File: src/rtl/fir4_pkg.sv
package fir4_pkg;
  localparam int SAMPLE_W = 4;
  localparam int COEF_W   = 4;
  localparam int TAPS     = 4;
  localparam int PROD_W   = SAMPLE_W + COEF_W;
  localparam int SUM_W    = 10;

  // Fixed tap weights: index 0 is the newest sample.
  function automatic int tap_weight(input int idx);
    case (idx)
      0: return 1;
      1: return 3;
      2: return 2;
      3: return 1;
      default: return 0;
    endcase
  endfunction

  function automatic int weight_total(input int n);
    int t;
    t = 0;
    for (int i = 0; i < n; i++) t += tap_weight(i);
    return t;
  endfunction
endpackage

File: src/rtl/fir4_delay_line.sv
module fir4_delay_line #(
  parameter int SAMPLE_W = fir4_pkg::SAMPLE_W,
  parameter int TAPS     = fir4_pkg::TAPS
) (
  input  logic                               clk,
  input  logic                               rst,
  input  logic                               shift_en,
  input  logic [SAMPLE_W-1:0]                din,
  output logic [TAPS-1:0][SAMPLE_W-1:0]      taps,
  output logic [TAPS-1:0]                    tap_vld
);
  localparam int STAGES = TAPS - 1;

  logic [STAGES-1:0][SAMPLE_W-1:0] stage_q;
  logic [STAGES-1:0]               vld_q;

  assign taps[0]    = din;
  assign tap_vld[0] = shift_en;

  genvar g;
  generate
    for (g = 0; g < STAGES; g++) begin : g_stage
      logic [SAMPLE_W-1:0] src_d;
      logic                src_v;
      if (g == 0) begin : g_head
        assign src_d = din;
        assign src_v = shift_en;
      end else begin : g_body
        assign src_d = stage_q[g-1];
        assign src_v = vld_q[g-1];
      end

      always_ff @(posedge clk) begin
        if (rst) begin
          stage_q[g] <= '0;
          vld_q[g]   <= 1'b0;
        end else if (shift_en) begin
          stage_q[g] <= src_d;
          vld_q[g]   <= src_v;
        end
      end

      assign taps[g+1]    = stage_q[g];
      assign tap_vld[g+1] = vld_q[g];
    end
  endgenerate
endmodule

File: src/rtl/fir4_tap_sum.sv
module fir4_tap_sum #(
  parameter int SAMPLE_W = fir4_pkg::SAMPLE_W,
  parameter int COEF_W   = fir4_pkg::COEF_W,
  parameter int TAPS     = fir4_pkg::TAPS,
  parameter int SUM_W    = fir4_pkg::SUM_W
) (
  input  logic [TAPS-1:0][SAMPLE_W-1:0] taps,
  output logic [SUM_W-1:0]              sum
);
  localparam int PROD_W = SAMPLE_W + COEF_W;

  logic [TAPS-1:0][PROD_W-1:0] prod;

  genvar g;
  generate
    for (g = 0; g < TAPS; g++) begin : g_mul
      localparam logic [COEF_W-1:0] W = COEF_W'(fir4_pkg::tap_weight(g));
      assign prod[g] = PROD_W'(taps[g]) * PROD_W'(W);
    end
  endgenerate

  always_comb begin
    sum = '0;
    for (int i = 0; i < TAPS; i++) sum = sum + SUM_W'(prod[i]);
  end
endmodule

File: src/rtl/fir4_valid.sv
module fir4_valid #(
  parameter int SAMPLE_W = fir4_pkg::SAMPLE_W,
  parameter int COEF_W   = fir4_pkg::COEF_W,
  parameter int TAPS     = fir4_pkg::TAPS,
  parameter int SUM_W    = fir4_pkg::SUM_W
) (
  input  logic                clk,
  input  logic                rst,
  input  logic                in_valid,
  input  logic [SAMPLE_W-1:0] in_sample,
  output logic                out_valid,
  output logic [SUM_W-1:0]    out_sum
);
  logic [TAPS-1:0][SAMPLE_W-1:0] taps;
  logic [TAPS-1:0]               tap_vld;
  logic [SUM_W-1:0]              sum_d;

  fir4_delay_line #(.SAMPLE_W(SAMPLE_W), .TAPS(TAPS)) u_line (
    .clk      (clk),
    .rst      (rst),
    .shift_en (in_valid),
    .din      (in_sample),
    .taps     (taps),
    .tap_vld  (tap_vld)
  );

  fir4_tap_sum #(.SAMPLE_W(SAMPLE_W), .COEF_W(COEF_W), .TAPS(TAPS), .SUM_W(SUM_W)) u_sum (
    .taps (taps),
    .sum  (sum_d)
  );

  always_ff @(posedge clk) begin
    if (rst) begin
      out_sum   <= '0;
      out_valid <= 1'b0;
    end else begin
      out_valid <= &tap_vld;
      if (in_valid) out_sum <= sum_d;
    end
  end
endmodule

File: config.mk
export PLATFORM = sky130hd
export DESIGN_NAME = fir4_valid
export DESIGN_NICKNAME = d
export VERILOG_FILES = /design/src/rtl/fir4_pkg.sv /design/src/rtl/fir4_delay_line.sv /design/src/rtl/fir4_tap_sum.sv /design/src/rtl/fir4_valid.sv
export SDC_FILE = /design/constraint.sdc
export NUM_CORES = 1
export LEC_CHECK = 0
export BUFFER_PORTS_ARGS = -buffer_cell sky130_fd_sc_hd__buf_2
export CAP_MARGIN = 40
export CORE_MARGIN = 1.5
export CORE_UTILIZATION = 25
export DETAILED_ROUTE_END_ITERATION = 12
export HOLD_SLACK_MARGIN = 0.06
export MAX_ROUTING_LAYER = met4
export PLACE_DENSITY = 0.4
export SKIP_LAST_GASP = 1
export SLEW_MARGIN = 20
export SYNTH_ARGS = -nofsm -noshare
export SYNTH_HDL_FRONTEND = slang
export SYNTH_SLANG_ARGS = --single-unit
File: constraint.sdc
create_clock -name clk -period 9.1 [get_ports clk]
set_clock_uncertainty 0.1 [all_clocks]
set_input_delay 1.82 -clock clk [delete_from_list [all_inputs] [get_ports clk]]
set_output_delay 1.82 -clock clk [all_outputs]
set_load 0.03 [all_outputs]
==> reports/metrics.yaml <==
status: "completed"
coreArea_um2: 5140
clk_pin_slew_ns: 0.08
area_delta_synth_final_pct: 11.8
die_w_um: 76.1
slowest_stage: "or4_1"
max_freq_ghz: 0.209
cp-end-kind: "register"
layout.nets: 174
antenna_cells: 0
wl_per_cell_um: 10.7
mostFrequentLayoutCell: "nor2_1"
cts.htree.levels: 1
port_buffers: 14
grt_max_degree: 31
p_int_w: 0.000163
crit_family: "adder cells"
p_sw_w: 0.0000734
grt_remaining_overflow: 0
synth_area_um2: 1340
p_leak_nw: 0.737
grt_antenna_before_repair: 0
worstPathArrival_ns: 4.84
cts_root_buf: "clkbuf_8"
drt-initial-drc-count: 24
min_path_type: "reg2reg"
powerDensity_nw_per_um2: 158
ant_nets: 0
cts_tree: "yes"
timing.final.hold_violations: 0
crit_top_cell: "fa_1"
finalSetupViolations: 0
dieArea_um2: 5790
numCtsBuffers: 3
worst_slew_pin_slew_ns: 0.726
final_core_util: 0.291
crit_required_ns: 9.17
period_minus_slack_ns: 4.77
io_pins: 18
report.final.slew_viol_count: 0
drt-total-wl_mm: 2.31
tns_ns: 0
synthCells: 135
vias_per_cell: 4.20
start_util: 0.260
grt_pass1_wl_mm: 4.14
synth_cell_types: 28
rows: 26
max_stage_delay_ns: 0.50
track_usage: 0.0913
cap_violations: 0
fill_cells: 586
post_cts_buffers: 0
yosys_warnings: 0
crit_buf_inv: 2
fin_crit_sh: 0.525
cp-start-kind: "input pin"
finalWeightedCongestion: 0.669
cts.sinks: 23
holdBufCountCts: 0
insertion_delay_ns: 0.26
p_comb_frac: 0.263
die_h_um: 76.1
crit_fanout: 4
grt_pass1_vias: 945
slew_headroom: 0.516
clkPwrFrac: 0.269
synth_area_leaders: "dfxtp_1 34%, mux2i_1 13%, fa_1 12%"
cts_resized: 0
num_vias: 907
cts_buffer_depth: 2
criticalPathCategory: "in2reg"
worst_ir_drop_vdd_mv: 0.0520
yosysTopAreaCell: "dfxtp_1"
synth_area_per_cell_um2: 9.90
dp_hpwl_mm: 1.69
path_cells: "buf_2, fa_1, ha_1, fa_1, xnor2_1, fa_1, inv_1, ha_1, and3_4, or4_1, o311ai_1"
synth_top_area_share: 0.345
layout_common_cells: "24 x nor2_1, 23 x dfxtp_1, 17 x mux2i_1, 15 x inv_1, 14 x buf_2"
seq_power_share: 0.469
firstDrtPassIters: 4
drc: 0
drive_above_1_share: 0.144
multi_input_area_um2: 774
register_area_um2: 460
ys_ff_latch: 23
p_sw_frac: 0.310
rsz0062_at_grt: "no"
ys_seq_area_frac: 0.345
==> cells in the mapped netlist (all sizes together) <==
| master | instances |
|---|---|
| nor2 | 24 |
| dfxtp | 23 |
| mux2i | 17 |
| inv | 15 |
| ha | 12 |
| fa | 8 |
| buf | 7 |
| a21o | 5 |
| xnor2 | 3 |
| a21oi | 2 |
| clkbuf | 2 |
| nand2 | 2 |
| o21ai | 2 |
| a2111o | 1 |
| a211o | 1 |
| a211oi | 1 |
| a31oi | 1 |
| and3 | 1 |
| conb | 1 |
| nand2b | 1 |
| nand4 | 1 |
| nor3b | 1 |
| o221ai | 1 |
| o311ai | 1 |
| or3b | 1 |
| or4 | 1 |
==> power groups by stage <==
stage	sequential, W	combinational (W)	clock, W
6_report	0.000111	0.0000621	0.0000636
5_1_grt	0.000112	0.0000719	0.0000730
4_1_cts	0.000111	0.0000634	0.0000685
3_5_place_dp	0.000113	0.0000628	0
3_3_place_gp	0.000113	0.0000626	0
2_1_floorplan	0.000119	0.0000440	0
==> flip-flops by register name, summed over array words and instances, names as in the netlist <==
signal	flops
u_line.taps	4
u_line.g_stage.src_d	8
u_line.g_stage.src_v	2
out_valid	1
out_sum	7
u_line.tap_vld	1
==> logic make-up after synthesis <==
| family | after synthesis | share of synthesized area |
|---|---|---|
| flops | 23 | 0.345 |
| xor+xnor | 3 | 0.0197 |
| mux | 17 | 0.127 |
| simple gates | 32 | 0.109 |
| fa+ha+maj | 20 | 0.232 |
| compound gates | 15 | 0.0833 |
| other cells | 1 | 0.00281 |
| buf+inv | 24 | 0.0815 |
==> layout make-up <==
| cell class | instances | area share |
|---|---|---|
| inverter | 15 | 0.0377 |
| sequential | 23 | 0.308 |
| multi-input combinational | 90 | 0.518 |
| timing repair buffer | 14 | 0.0469 |
| tap | 70 | 0.0586 |
| clock buffer | 4 | 0.0302 |
==> tightest hold or removal path: stages (launching register included) <==
cell and delay (ns):
dfxtp_1 0.33, nand4_1 0.07, nor2_1 0.04
==> final timing paths <==
kind / start / endpoint / slack (ns) / cells past startpoint
hold / removal: u_line.g_stage[2].src_v / out_valid / 0.37 / 2
setup reg to reg: u_line.g_stage[1].src_d[1] / out_sum[4] / 5.58 / 10
hold reg to reg: u_line.g_stage[2].src_v / out_valid / 0.37 / 2
setup / recovery: in_sample[1] / out_sum[4] / 4.33 / 11
==> per-stage QoR <==
step | total power [W] | instance area, um^2 | setup slack [ns] | hold slack, ns | cells
finish | 0.000237 | 1490 | 4.33 | 0.370 | 216
global route | 0.000257 | 1490 | 4.25 | 0.388 | 216
CTS | 0.000243 | 1490 | 4.34 | 0.373 | 216
detailed placement | 0.000176 | 1450 | 4.06 | 0.361 | 212
global placement | 0.000176 | 1450 | 4.09 | 0.350 | 212
floorplan | 0.000163 | 1340 | 4.28 | 0.337 | 137
==> metal layers <==
layer	vias to the layer above	track usage	part of all wire
li1	460	-	-
met1	428	0.104	0.50
met2	14	0.151	0.45
met3	5	0.0216	0.035
met4	0	0.0444	0.021
met5	-	-	0
Note: power is estimated with default switching activity, not from simulation.
